==> config.mk <==
export PLATFORM = sky130hd
export DESIGN_NAME = uart_mp_rx
export DESIGN_NICKNAME = d
export VERILOG_FILES = /design/src/rtl/uart_mp_rx_pkg.sv /design/src/rtl/uart_mp_rx_sync.sv /design/src/rtl/uart_mp_rx_frame.sv /design/src/rtl/uart_mp_rx_hold.sv /design/src/rtl/uart_mp_rx.sv
export SDC_FILE = /design/constraint.sdc
export NUM_CORES = 1
export LEC_CHECK = 0
export BUFFER_PORTS_ARGS = -buffer_cell sky130_fd_sc_hd__buf_2
export CAP_MARGIN = 20
export CORE_MARGIN = 2
export CORE_UTILIZATION = 45
export DETAILED_ROUTE_END_ITERATION = 6
export SYNTH_ARGS = -nofsm -noshare
export SYNTH_HDL_FRONTEND = slang
export SYNTH_SLANG_ARGS = --single-unit
==> constraint.sdc <==
create_clock -name clk -period 4.96 [get_ports clk]
set_input_delay 0.744 -clock clk [delete_from_list [all_inputs] [get_ports clk]]
set_output_delay 0.744 -clock clk [all_outputs]
set_load 0.005 [all_outputs]
==> src/rtl/uart_mp_rx_pkg.sv <==
package uart_mp_rx_pkg;
   typedef enum logic [2:0] {
      ST_IDLE,
      ST_START,
      ST_DATA,
      ST_NINTH,
      ST_STOP
   } rx_state_e;

   typedef struct packed {
      logic par;
      logic frm;
   } frame_err_t;
endpackage

==> src/rtl/uart_mp_rx_sync.sv <==
module uart_mp_rx_sync #(
   parameter int STAGES = 2
) (
   input  logic clk,
   input  logic rst_n,
   input  logic d,
   output logic q
);
   initial begin
      if (STAGES < 0 || STAGES > 4) $error("STAGES out of range");
   end

   generate
      if (STAGES == 0) begin : g_bypass
         assign q = d;
      end else begin : g_chain
         logic [STAGES-1:0] ff;
         always_ff @(posedge clk or negedge rst_n) begin
            if (!rst_n) ff <= '1;
            else begin
               ff[0] <= d;
               for (int i = 1; i < STAGES; i++) ff[i] <= ff[i-1];
            end
         end
         assign q = ff[STAGES-1];
      end
   endgenerate
endmodule

==> src/rtl/uart_mp_rx_frame.sv <==
module uart_mp_rx_frame
   import uart_mp_rx_pkg::*;
#(
   parameter int DATA_W = 8,
   parameter int OSR    = 16
) (
   input  logic              clk,
   input  logic              rst_n,
   input  logic              en,
   input  logic              tick,
   input  logic              line,
   input  logic              mp_mode,
   input  logic              par_en,
   input  logic              par_odd,
   output logic              done_o,
   output logic [DATA_W-1:0] data_o,
   output logic              xbit_o,
   output frame_err_t        err_o
);
   localparam int CW   = $clog2(OSR);
   localparam int BW   = $clog2(DATA_W + 1);
   localparam int HALF = OSR / 2;
   localparam logic [CW-1:0] CNT_LAST = CW'(OSR - 1);
   localparam logic [CW-1:0] CNT_MID  = CW'(HALF - 1);
   localparam logic [BW-1:0] BIT_LAST = BW'(DATA_W - 1);

   initial begin
      if (OSR < 4 || (OSR % 2) != 0) $error("OSR must be even and at least 4");
      if (DATA_W < 5 || DATA_W > 9) $error("DATA_W out of range");
   end

   rx_state_e         state;
   logic [CW-1:0]     cnt;
   logic [BW-1:0]     bidx;
   logic [DATA_W-1:0] shreg;
   logic              xreg;
   logic              ninth_en;
   logic              par_bad;

   assign ninth_en = mp_mode | par_en;
   assign par_bad  = par_en & ~mp_mode & ((^shreg ^ xreg) != par_odd);

   always_ff @(posedge clk or negedge rst_n) begin
      if (!rst_n) begin
         state  <= ST_IDLE;
         cnt    <= '0;
         bidx   <= '0;
         shreg  <= '0;
         xreg   <= 1'b0;
         done_o <= 1'b0;
         data_o <= '0;
         xbit_o <= 1'b0;
         err_o  <= '0;
      end else begin
         done_o <= 1'b0;
         if (!en) begin
            state <= ST_IDLE;
            cnt   <= '0;
         end else if (tick) begin
            unique case (state)
               ST_IDLE: begin
                  cnt <= '0;
                  if (!line) state <= ST_START;
               end
               ST_START: begin
                  if (cnt == CNT_MID) begin
                     cnt   <= '0;
                     bidx  <= '0;
                     state <= line ? ST_IDLE : ST_DATA;
                  end else cnt <= cnt + 1'b1;
               end
               ST_DATA: begin
                  if (cnt == CNT_LAST) begin
                     cnt   <= '0;
                     shreg <= {line, shreg[DATA_W-1:1]};
                     bidx  <= bidx + 1'b1;
                     if (bidx == BIT_LAST) state <= ninth_en ? ST_NINTH : ST_STOP;
                  end else cnt <= cnt + 1'b1;
               end
               ST_NINTH: begin
                  if (cnt == CNT_LAST) begin
                     cnt   <= '0;
                     xreg  <= line;
                     state <= ST_STOP;
                  end else cnt <= cnt + 1'b1;
               end
               ST_STOP: begin
                  if (cnt == CNT_LAST) begin
                     cnt       <= '0;
                     done_o    <= 1'b1;
                     data_o    <= shreg;
                     xbit_o    <= mp_mode & xreg;
                     err_o.frm <= ~line;
                     err_o.par <= par_bad;
                     state     <= ST_IDLE;
                  end else cnt <= cnt + 1'b1;
               end
               default: state <= ST_IDLE;
            endcase
         end
      end
   end

   AST_OFF_GOES_IDLE: assert property (@(posedge clk) disable iff (!rst_n)
      !en |=> state == ST_IDLE);
   AST_BIT_INDEX_BOUND: assert property (@(posedge clk) disable iff (!rst_n)
      bidx <= BW'(DATA_W));
   AST_DONE_FROM_STOP: assert property (@(posedge clk) disable iff (!rst_n)
      done_o |-> $past(state) == ST_STOP);
   AST_START_NEEDS_LOW: assert property (@(posedge clk) disable iff (!rst_n)
      (state == ST_START && tick && en && cnt == CNT_MID && line) |=> state == ST_IDLE);
endmodule

==> src/rtl/uart_mp_rx_hold.sv <==
module uart_mp_rx_hold
   import uart_mp_rx_pkg::*;
#(
   parameter int DATA_W = 8
) (
   input  logic              clk,
   input  logic              rst_n,
   input  logic              done_i,
   input  logic [DATA_W-1:0] data_i,
   input  logic              xbit_i,
   input  frame_err_t        err_i,
   input  logic              rd_i,
   input  logic              clr_i,
   output logic [DATA_W-1:0] data_o,
   output logic              xbit_o,
   output logic              full_o,
   output logic              e_par_o,
   output logic              e_frm_o,
   output logic              e_ovr_o
);
   logic overrun;
   assign overrun = done_i & full_o & ~rd_i;

   always_ff @(posedge clk or negedge rst_n) begin
      if (!rst_n) begin
         data_o  <= '0;
         xbit_o  <= 1'b0;
         full_o  <= 1'b0;
         e_par_o <= 1'b0;
         e_frm_o <= 1'b0;
         e_ovr_o <= 1'b0;
      end else begin
         if (rd_i) full_o <= 1'b0;
         if (clr_i) begin
            e_par_o <= 1'b0;
            e_frm_o <= 1'b0;
            e_ovr_o <= 1'b0;
         end
         if (done_i) begin
            full_o <= 1'b1;
            if (overrun) e_ovr_o <= 1'b1;
            else begin
               data_o <= data_i;
               xbit_o <= xbit_i;
            end
            if (err_i.par) e_par_o <= 1'b1;
            if (err_i.frm) e_frm_o <= 1'b1;
         end
      end
   end

   AST_FULL_AFTER_FRAME: assert property (@(posedge clk) disable iff (!rst_n)
      done_i |=> full_o);
   AST_FULL_ONLY_FROM_FRAME: assert property (@(posedge clk) disable iff (!rst_n)
      $rose(full_o) |-> $past(done_i));
   AST_OVERRUN_KEEPS_BYTE: assert property (@(posedge clk) disable iff (!rst_n)
      (done_i && full_o && !rd_i) |=> (e_ovr_o && $stable(data_o)));
   AST_READ_EMPTIES: assert property (@(posedge clk) disable iff (!rst_n)
      (rd_i && !done_i) |=> !full_o);
   AST_CLEAR_ERRORS: assert property (@(posedge clk) disable iff (!rst_n)
      (clr_i && !done_i) |=> !(e_par_o || e_frm_o || e_ovr_o));
endmodule

==> src/rtl/uart_mp_rx.sv <==
module uart_mp_rx
   import uart_mp_rx_pkg::*;
#(
   parameter int DATA_W      = 8,
   parameter int OSR         = 16,
   parameter int SYNC_STAGES = 2
) (
   input  logic              clk,
   input  logic              rst_n,
   input  logic              rx_en,
   input  logic              mp_mode,
   input  logic              par_en,
   input  logic              par_odd,
   input  logic              rx_int_en,
   input  logic              os_tick,
   input  logic              rxd,
   input  logic              rd_strobe,
   input  logic              err_clr,
   output logic [DATA_W-1:0] rx_data,
   output logic              rx_adsel,
   output logic              rx_full,
   output logic              err_par,
   output logic              err_frm,
   output logic              err_ovr,
   output logic              rx_irq
);
   logic              line_s;
   logic              done;
   logic [DATA_W-1:0] f_data;
   logic              f_xbit;
   frame_err_t        f_err;

   uart_mp_rx_sync #(.STAGES(SYNC_STAGES)) u_sync (
      .clk(clk), .rst_n(rst_n), .d(rxd), .q(line_s)
   );

   uart_mp_rx_frame #(.DATA_W(DATA_W), .OSR(OSR)) u_frame (
      .clk(clk), .rst_n(rst_n), .en(rx_en), .tick(os_tick), .line(line_s),
      .mp_mode(mp_mode), .par_en(par_en), .par_odd(par_odd),
      .done_o(done), .data_o(f_data), .xbit_o(f_xbit), .err_o(f_err)
   );

   uart_mp_rx_hold #(.DATA_W(DATA_W)) u_hold (
      .clk(clk), .rst_n(rst_n), .done_i(done), .data_i(f_data), .xbit_i(f_xbit),
      .err_i(f_err), .rd_i(rd_strobe), .clr_i(err_clr),
      .data_o(rx_data), .xbit_o(rx_adsel), .full_o(rx_full),
      .e_par_o(err_par), .e_frm_o(err_frm), .e_ovr_o(err_ovr)
   );

   assign rx_irq = rx_full & rx_int_en;

   AST_MP_NO_PARITY: assert property (@(posedge clk) disable iff (!rst_n)
      (done && $past(mp_mode)) |-> !f_err.par);
   AST_OFF_NO_FRAME: assert property (@(posedge clk) disable iff (!rst_n)
      (!rx_en && !$past(rx_en)) |-> !done);
endmodule

==> results.sh, run 1 <==
export IMPL_status="completed"
export IMPL_cts_resized_gates=0
export IMPL_wl_per_cell_um=14.09
export IMPL_cts_sinks=47
export IMPL_timing_setup_tns_ns=0
export IMPL_vias=1414
export IMPL_max_vdd_ir_drop_mv=0.2119
export IMPL_syn_inst=188
export IMPL_worstPathMaxFanout=14
export IMPL_yosysSeqAreaShare=0.5641
export IMPL_worst_pin_slew_ns=0.5384
export IMPL_synth_top_area_share=0.5389
export IMPL_post_dp_hpwl_mm=2.704
export IMPL_ant_nets=0
export IMPL_clk_pin_slew_ns=0.08
export IMPL_place_congestion=0.8279
export IMPL_maxSlewHeadroom=0.6401
export IMPL_arrival_ns=2.31
export IMPL_routed_wl_mm=3.791
export IMPL_grt_first_pass_wirelength_mm=6.727
export IMPL_cts_buffers_inserted=5
export IMPL_fin_crit_ns=2.122
export IMPL_syn_area_mm2=0.002090
export IMPL_clock_latency_ns=0.29
export IMPL_drt_iter0_drc=55
export IMPL_cts_setup_buffers=0
export IMPL_leakagePower_nw=1.183
export IMPL_cts_tree="done"
export IMPL_start_kind="flop"
export IMPL_synthToLayoutAreaGrowth_pct=13.71
export IMPL_synthAdderAreaFrac=0.01198
export IMPL_crit_required_ns=5.14
export IMPL_dieWidth_um=72.14
export IMPL_rsz0062_at_grt="no"
export IMPL_synth_compound_area_frac=0.09401
export IMPL_die_area_mm2=0.005204
export IMPL_synth_common_cells="45 x dfrtp_1, 43 x nand2_1, 19 x mux2_2"
export IMPL_yosysMostFrequentCell="dfrtp_1"
export IMPL_end_kind="flop"
export IMPL_synth_area_per_cell_um2=11.11
export IMPL_power_density_mw_per_mm2=280.0
export IMPL_synth_edf_count=0
export IMPL_ys_types=40
export IMPL_finalHoldViolCount=0
export IMPL_fin_nets=229
export IMPL_ys_ff_latch=47
export IMPL_core_area_mm2=0.004414
export IMPL_rows=24
export IMPL_pre_cts_ws_ns=2.565
export IMPL_max_clock_path_buffers=2
export IMPL_synth_xor_area_frac=0.04192
export IMPL_num_io_pins=25
export IMPL_htreeDepth=2
export IMPL_viasPerCell=5.257
export IMPL_hold_path_class="in2async"
export IMPL_synth_top_family_by_area="simple AND/OR/NAND/NOR gates"
export IMPL_cts_root_buf="clkbuf_8"
export IMPL_port_buffers=24
export IMPL_first_pass_iters=4
export IMPL_finalClockSkew_ns=0.005491
export IMPL_fin_hold_ws_ns=0.3536
export IMPL_worstSetupPathType="reg2reg"
export IMPL_grtUsageTotal=0.1636
export IMPL_setup_ws_ns=2.838
export IMPL_maxSlewViolCount=0
export IMPL_fp_dieH_um=72.14
export IMPL_synth_fp_nets=201
export IMPL_synth_mux_area_frac=0.1024
export IMPL_synthSimpleGateAreaFrac=0.1659
export IMPL_ff2ff_setup_slack_ns=2.84
export IMPL_synthTopCellsByArea="dfrtp_1 54%, mux2_2 10%, nand2_1 7.7%, xnor2_1 4.2%, dfstp_2 2.5%"
export IMPL_fin_crit_sh=0.4278
export IMPL_grt_overflow=0
export IMPL_grt_max_degree=48
export IMPL_async_flop_share=1.000
export IMPL_cts_hold_buf=0
export IMPL_antenna_found_initial=0
export IMPL_yosysWarningCount=0
export IMPL_initial_core_util=0.4734
export IMPL_final_core_util=0.5383
export IMPL_synth_largest_area_cell="dfrtp_1"
export IMPL_fmax_mhz=471.3
export IMPL_max_cap_violations=0
export IMPL_first_global_vias=1472
export IMPL_setup_viol=0
export IMPL_drc=0
export IMPL_insertedDiodeCount=0
export IMPL_ys_flop_type="dfrtp_1"
export IMPL_drive_above_1_share=0.2765
worst max-delay path, stage by stage (launching register included):
cell and delay (ns):
dfrtp_1 0.41, ha_1 0.28, nand3_2 0.14, nor2_1 0.09, nand3_1 0.43, clkinv_1 0.41
nand3_1 0.19, nand2_1 0.07
flip-flops by register name, indices dropped and copies added (netlist names), 2 cells and up:
signal and count:
u_frame.err_o 2, u_frame.data_o 8, u_hold.data_o 8, u_sync.g_chain.ff 2, u_frame.bidx 4, u_frame.state 3
u_frame.shreg 8, u_frame.cnt 4
routing by layer:
| metal | track usage | vias up | wire length, um |
|---|---|---|---|
| li1 | - | 706 | - |
| met1 | 0.2330 | 677 | 1868 |
| met2 | 0.2518 | 27 | 1734 |
| met3 | 0.03611 | 4 | 149 |
| met4 | 0.05031 | 0 | 38 |
| met5 | 0 | - | 0 |
area by class of cell:
| cell class | instances | area [um2] |
|---|---|---|
| Clock buffer | 8 | 100.1 |
| Fill cell | 392 | 2038 |
| Inverter | 6 | 22.52 |
| Multi-Input combinational cell | 131 | 869.6 |
| Sequential cell | 47 | 1179 |
| Tap cell | 52 | 65.06 |
| Timing Repair Buffer | 25 | 140.1 |
power by group:
part           switching [mW]  total (mW)  internal (mW)
clock                   0.116       0.244          0.127
combinational          0.0184      0.0312         0.0128
sequential            0.00502       0.390          0.385
total                   0.140       0.665          0.525
metrics by stage:
step	area (um2)	instances	power, mW
floorplan	2090	188	0.4123
global placement	2256	260	0.4269
detailed placement	2256	260	0.4279
CTS	2356	268	0.6717
global route	2376	269	0.6937
finish	2376	269	0.6652
kinds of logic (layout without fill, tap and decap cells):
group,Yosys count,in the layout
buffers and inverters,10,39
AND/OR/NAND/NOR,72,72
adder cells (fa/ha/maj),2,2
XOR/XNOR,10,10
multiplexers,19,19
flip-flops,47,47
AO/OA/AOI/OAI,28,28
cells in the final DEF, fill, tap and decap left out, drive strengths merged, types with 4 or more instances in the layout:
master and n:
o21ai 13, nor3 4, dfrtp 45, inv 5, mux2 19, nor2 7, nand2 43, a21boi 4
xnor2 10, nand3 5, clkbuf 8, buf 25
final timing paths:
check	start	endpoint	cells after the start
max reg2reg	u_frame.cnt[0]$_DFFE_PN0P_	u_frame.xbit_o$_DFFE_PN0P_	7
min	rst_n	u_hold.e_ovr_o$_DFF_PN0_	1
min in group clk	u_sync.g_chain.ff[0]$_DFF_PN1_	u_sync.g_chain.ff[1]$_DFF_PN1_	0
max	u_frame.cnt[0]$_DFFE_PN0P_	u_frame.xbit_o$_DFFE_PN0P_	7
min reg2reg	u_sync.g_chain.ff[0]$_DFF_PN1_	u_sync.g_chain.ff[1]$_DFF_PN1_	0
max in group asynchronous	rst_n	u_sync.g_chain.ff[1]$_DFF_PN1_	2
Power figures use the tool's default switching activity.
==> run 2: changes to the inputs <==
Settings changed: ABC_AREA set to 1.
Clock period 4.96 ns to 2.1 ns, I/O delays scaled along.
==> results.sh, run 2 <==
export IMPL_place_congestion=0.7818
export IMPL_dieWidth_um=73.90
export IMPL_antenna_found_initial=0
export IMPL_max_clock_path_buffers=2
export IMPL_die_area_mm2=0.005460
export IMPL_drive_above_1_share=0.2362
export IMPL_grt_max_degree=26
export IMPL_yosysWarningCount=0
export IMPL_async_flop_share=1.000
export IMPL_max_vdd_ir_drop_mv=0.3501
export IMPL_end_kind="flop"
export IMPL_drc=0
export IMPL_finalClockSkew_ns=0.01100
export IMPL_maxSlewViolCount=0
export IMPL_worstSetupPathType="reg2reg"
export IMPL_post_dp_hpwl_mm=2.815
export IMPL_syn_inst=242
export IMPL_crit_required_ns=2.34
export IMPL_fp_dieH_um=73.90
export IMPL_synth_edf_count=0
export IMPL_clk_pin_slew_ns=0.09
export IMPL_cts_root_buf="clkbuf_8"
export IMPL_layout_commonest_cell="nand2_1"
export IMPL_start_kind="flop"
export IMPL_synthTopCellsByArea="dfrtp_1 51%, nand2_1 12%, inv_1 4.4%, mux2_2 4.1%, o21ai_1 3.4%"
export IMPL_place_inst=330
export IMPL_max_cap_violations=0
export IMPL_rsz0062_at_grt="no"
export IMPL_synth_area_per_cell_um2=9.084
export IMPL_yosysSeqAreaShare=0.5361
export IMPL_fmax_mhz=615.5
export IMPL_fin_crit_sh=0.7737
export IMPL_synthToLayoutAreaGrowth_pct=15.08
export IMPL_insertedDiodeCount=0
export IMPL_grtUsageTotal=0.1594
export IMPL_fin_hold_ws_ns=-0.01283
export IMPL_ant_nets=0
export IMPL_regArea_mm2=0.001179
export IMPL_worst_pin_slew_ns=0.5290
export IMPL_yosysMostFrequentCell="nand2_1"
export IMPL_violations="negative hold slack"
export IMPL_drt_iter0_drc=92
export IMPL_clock_latency_ns=0.29
export IMPL_cts_setup_buffers=0
export IMPL_syn_area_mm2=0.002198
export IMPL_cts_buffers_inserted=5
export IMPL_htreeDepth=2
export IMPL_ff2ff_setup_slack_ns=0.48
export IMPL_routed_wl_mm=3.756
export IMPL_initial_core_util=0.4654
export IMPL_power_density_mw_per_mm2=798.5
export IMPL_synth_largest_area_cell="dfrtp_1"
export IMPL_grt_first_pass_wirelength_mm=6.610
export IMPL_hold_path_class="in2async"
export IMPL_stdcell_count=338
export IMPL_first_global_vias=1513
export IMPL_fin_nets=283
export IMPL_multi_input_area_um2=885.9
export IMPL_worstPathMaxFanout=21
export IMPL_first_pass_iters=4
export IMPL_timing_setup_tns_ns=0
export IMPL_finalHoldViolCount=16
export IMPL_fillers=449
export IMPL_cts_hold_buf=0
export IMPL_synth_common_cells="70 x nand2_1, 45 x dfrtp_1, 26 x inv_1"
export IMPL_synth_fp_nets=255
export IMPL_core_area_mm2=0.004723
export IMPL_grt_overflow=0
export IMPL_cts_resized_gates=0
export IMPL_cts_sinks=47
export IMPL_fin_crit_ns=1.625
export IMPL_top_regs="u_frame.data_o x8, u_frame.shreg x8, u_hold.data_o x8"
export IMPL_ys_types=29
export IMPL_synth_top_area_share=0.5122
export IMPL_num_io_pins=25
export IMPL_status="finished, violations left"
export IMPL_ys_ff_latch=47
export IMPL_final_cell_mix="70 x nand2_1, 45 x dfrtp_1, 26 x inv_1"
export IMPL_vias=1582
export IMPL_wl_per_cell_um=11.11
export IMPL_viasPerCell=4.680
export IMPL_port_buffers=24
export IMPL_rows=25
export IMPL_arrival_ns=1.86
export IMPL_setup_viol=0
export IMPL_maxSlewHeadroom=0.6473
export IMPL_leakagePower_nw=1.294
export IMPL_ys_flop_type="dfrtp_1"
export IMPL_cts_tree="done"
==> run 2: kinds of logic (layout without fill, tap and decap cells) <==
| group | Yosys count | after routing | share of synthesized area |
|---|---|---|---|
| muxes | 8 | 8 | 0.04098 |
| AOI/OAI and AO/OA | 41 | 41 | 0.1064 |
| and+or+nand+nor | 105 | 105 | 0.2203 |
| DFF | 47 | 47 | 0.5361 |
| adders and majority gates | 2 | 2 | 0.01138 |
| buffers and inverters | 33 | 62 | 0.06090 |
| xor gates and xnor gates | 6 | 6 | 0.02390 |
==> run 2: worst max-delay path: stages (launching register included) <==
cell and delay (ns):
dfrtp_1 0.40, ha_1 0.22, nand3_2 0.14, nor2_4 0.17, nand2_2 0.23, nor3b_1 0.26
nand3_1 0.10, nand2_1 0.06
==> run 2: area by class of cell <==
cell class	instances	area share
clock buffers	6	0.02868
clock inverters	2	0.02374
inverters	29	0.04303
multi-input cells	162	0.3501
flip-flops and latches	47	0.4659
well taps	67	0.03314
repair buffers	25	0.05539
==> run 2: where the power goes <==
part | switching (mW) | internal, mW
Clock | 0.294 | 0.476
Sequential | 0.0444 | 0.927
Combinational | 0.183 | 0.0963
==> run 2: worst paths after layout <==
| check | start | end | depth (start not counted) |
|---|---|---|---|
| max in group asynchronous | rst_n | u_sync.g_chain.ff[0]$_DFF_PN1_ | 2 |
| worst min register to register | u_sync.g_chain.ff[0]$_DFF_PN1_ | u_sync.g_chain.ff[1]$_DFF_PN1_ | 0 |
| min in group clk | rxd | u_sync.g_chain.ff[0]$_DFF_PN1_ | 1 |
| worst min-delay path | rst_n | u_hold.data_o[5]$_DFFE_PN0P_ | 1 |
| worst max-delay path | u_frame.cnt[0]$_DFFE_PN0P_ | u_frame.err_o[1]$_DFFE_PN0P_ | 7 |
| worst max register to register | u_frame.cnt[0]$_DFFE_PN0P_ | u_frame.err_o[1]$_DFFE_PN0P_ | 7 |
==> run 2: per-layer routing <==
metal | vias to the layer above | share of wire | routed length, um | global-route usage
met4 | 0 | 0.0077 | 29 | 0.04848
li1 | 835 | - | - | -
met3 | 2 | 0.034 | 126 | 0.04115
met1 | 719 | 0.49 | 1826 | 0.2004
met5 | - | 0 | 0 | 0
met2 | 26 | 0.47 | 1773 | 0.2688
==> run 2: stage by stage <==
stage / power (mW) / utilization / instance area (um2) / worst slack [ns] / hold WS (ns)
final: 2.020 / 0.5356 / 2530 / 0.4752 / -0.01283
after global placement: 1.272 / 0.5076 / 2397 / 0.5325 / 0.3294
after detailed placement: 1.272 / 0.5076 / 2397 / 0.4801 / 0.3261
after CTS: 2.043 / 0.5356 / 2530 / 0.4390 / 0.004591
after floorplan: 1.195 / - / 2198 / 0.7539 / 0.01941
after global routing: 2.118 / 0.5356 / 2530 / 0.2800 / 0.02690
==> run 3: changes to the inputs <==
Settings changed: ABC_AREA 1 to 0.
Clock period 2.1 ns to 1.7 ns, I/O delays scaled along.
==> results.sh, run 3 (same netlist as run 1, synthesis figures left out) <==
export IMPL_switchingPower_mw=0.4530
export IMPL_crit_required_ns=1.93
export IMPL_place_congestion=0.8831
export IMPL_vias=1601
export IMPL_dieWidth_um=72.14
export IMPL_swShare=0.2169
export IMPL_worstSetupPathType="reg2reg"
export IMPL_initial_core_util=0.4734
export IMPL_drt_iter0_drc=70
export IMPL_viasPerCell=5.266
export IMPL_grt_first_pass_wirelength_mm=7.272
export IMPL_crit_slowest_cell="or4b_1"
export IMPL_p_total_mw=2.089
export IMPL_max_vdd_ir_drop_mv=0.4653
export IMPL_antenna_found_initial=0
export IMPL_max_cap_violations=0
export IMPL_fmax_mhz=566.1
export IMPL_pwr_share_comb=0.075
export IMPL_htreeDepth=2
export IMPL_stdcell_count=304
export IMPL_clk_pin_slew_ns=0.09
export IMPL_leakagePower_nw=1.383
export IMPL_cts_sinks=47
export IMPL_maxSlewHeadroom=0.7148
export IMPL_synthToLayoutAreaGrowth_pct=32.22
export IMPL_finalClockSkew_ns=0.01077
export IMPL_cts_buffers_inserted=5
export IMPL_top_regs="u_frame.data_o x8, u_frame.shreg x8, u_hold.data_o x8"
export IMPL_p_int_mw=1.636
export IMPL_place_inst=287
export IMPL_clock_latency_ns=0.30
export IMPL_first_pass_iters=4
export IMPL_drc=0
export IMPL_min_path_cells=1
export IMPL_hold_path_class="in2reg"
export IMPL_fp_dieH_um=72.14
export IMPL_critical_path_max_stage_delay_ns=0.53
export IMPL_reg2reg_depth=6
export IMPL_max_clock_path_buffers=2
export IMPL_fillers=378
export IMPL_setup_viol=3
export IMPL_violations="negative setup slack"
export IMPL_ant_nets=0
export IMPL_fin_nets=265
export IMPL_post_dp_hpwl_mm=3.180
export IMPL_crit_chain="ha_4 > nand3b_1 > a21boi_2 > o2111ai_2 > or4b_1 > a21boi_1"
export IMPL_wl_per_cell_um=14.22
export IMPL_layout_commonest_cell="nand2_1"
export IMPL_fin_crit_ns=1.766
export IMPL_maxSlewViolCount=0
export IMPL_end_kind="flop"
export IMPL_first_global_vias=1563
export IMPL_rows=24
export IMPL_final_cell_mix="43 x nand2_1, 42 x dfrtp_1, 33 x buf_4"
export IMPL_routed_wl_mm=4.323
export IMPL_power_density_mw_per_mm2=756.1
export IMPL_setup_ws_ns=-0.06635
export IMPL_die_area_mm2=0.005204
export IMPL_fin_crit_sh=1.039
export IMPL_start_kind="flop"
export IMPL_insertedDiodeCount=0
export IMPL_clkPwrFrac=0.381
export IMPL_num_io_pins=25
export IMPL_grtUsageTotal=0.1815
export IMPL_cts_tree="done"
export IMPL_status="finished, violations left"
export IMPL_grt_max_degree=24
export IMPL_port_buffers=24
export IMPL_p_seq_frac=0.545
export IMPL_rsz0062_at_grt="yes"
export IMPL_arrival_ns=1.99
export IMPL_timing_setup_tns_ns=-0.1105
export IMPL_cts_root_buf="clkbuf_8"
export IMPL_grt_overflow=0
export IMPL_core_area_mm2=0.004414
export IMPL_worst_pin_slew_ns=0.4268
export IMPL_worstPathMaxFanout=3
export IMPL_pre_cts_ws_ns=-0.1356
export IMPL_final_core_util=0.6259
export IMPL_drive_above_1_share=0.4286
export IMPL_finalHoldViolCount=0
[run 3: cell count changes in the layout (fill, tap and decap cells not counted), sizes merged, moves of 6 or more]
cell and delta:
xnor2 +8, buf +35, inv -24, o21ai -18
mux2 +11, a21oi -6, nand2 -33, nand3 -12
[run 3: layout make-up]
| cell class | count | area (um2) | area share |
|---|---|---|---|
| clock inverter | 2 | 37.54 | 0.01359 |
| sequential | 47 | 1182 | 0.4280 |
| clock buffer | 5 | 68.82 | 0.02491 |
| timing repair buffer | 61 | 429.2 | 0.1553 |
| inverter | 6 | 23.77 | 0.008605 |
| multi-input combinational | 131 | 955.9 | 0.3460 |
| tap | 52 | 65.06 | 0.02355 |
[run 3: metal layers]
| metal | vias to the layer above | global-route usage | share of wire |
|---|---|---|---|
| met5 | - | 0 | 0 |
| met4 | 0 | 0.05451 | 0.015 |
| met3 | 9 | 0.04583 | 0.045 |
| met2 | 41 | 0.2895 | 0.47 |
| met1 | 777 | 0.2459 | 0.47 |
| li1 | 774 | - | - |
[run 3: worst paths after layout]
path,startpoint,slack [ns],end
worst max-delay path,u_frame.cnt[1]$_DFFE_PN0P_,-0.07,u_frame.state[2]$_DFFE_PN0P_
worst min register to register,u_sync.g_chain.ff[0]$_DFF_PN1_,0.36,u_sync.g_chain.ff[1]$_DFF_PN1_
max in group asynchronous,rst_n,0.81,u_frame.state[1]$_DFFE_PN0P_
min in group asynchronous,rst_n,0.36,u_hold.data_o[7]$_DFFE_PN0P_
worst min-delay path,rxd,0.06,u_sync.g_chain.ff[0]$_DFF_PN1_
worst max register to register,u_frame.cnt[1]$_DFFE_PN0P_,-0.07,u_frame.state[2]$_DFFE_PN0P_
[run 3: timing repair]
item / 4_1_cts / 5_1_grt
gates resized for setup: 3 / 15
buffers inserted: 2 / 7
endpoints found under the hold margin: 6 / 0
hold buffers: 1 / 0
pin swaps: 2 / 5
endpoints found under the setup margin: 9 / 22
[run 3: stage by stage]
step / hold WS [ns] / area, um2
floorplan: -0.04059 / 2126
global placement: 0.1418 / 2514
detailed placement: 0.1476 / 2514
CTS: 0.04383 / 2650
global route: 0.03934 / 2763
finish: 0.05509 / 2763
[run 3: critical path: cells and delay by family, from the launching register on]
family / cells / cell delay [ns]
simple gates: 2 / 0.64
flops: 1 / 0.41
compound gates: 3 / 0.47
fa+ha+maj: 1 / 0.18
[run 3: power by group through the flow]
| stage | Clock, mW | Sequential (mW) | Combinational (mW) |
|---|---|---|---|
| 2_1_floorplan | 0 | 1.15 | 0.0549 |
| 3_3_place_gp | 0 | 1.16 | 0.123 |
| 3_5_place_dp | 0 | 1.16 | 0.126 |
| 4_1_cts | 0.823 | 1.14 | 0.133 |
| 5_1_grt | 0.866 | 1.14 | 0.171 |
| 6_report | 0.795 | 1.14 | 0.156 |
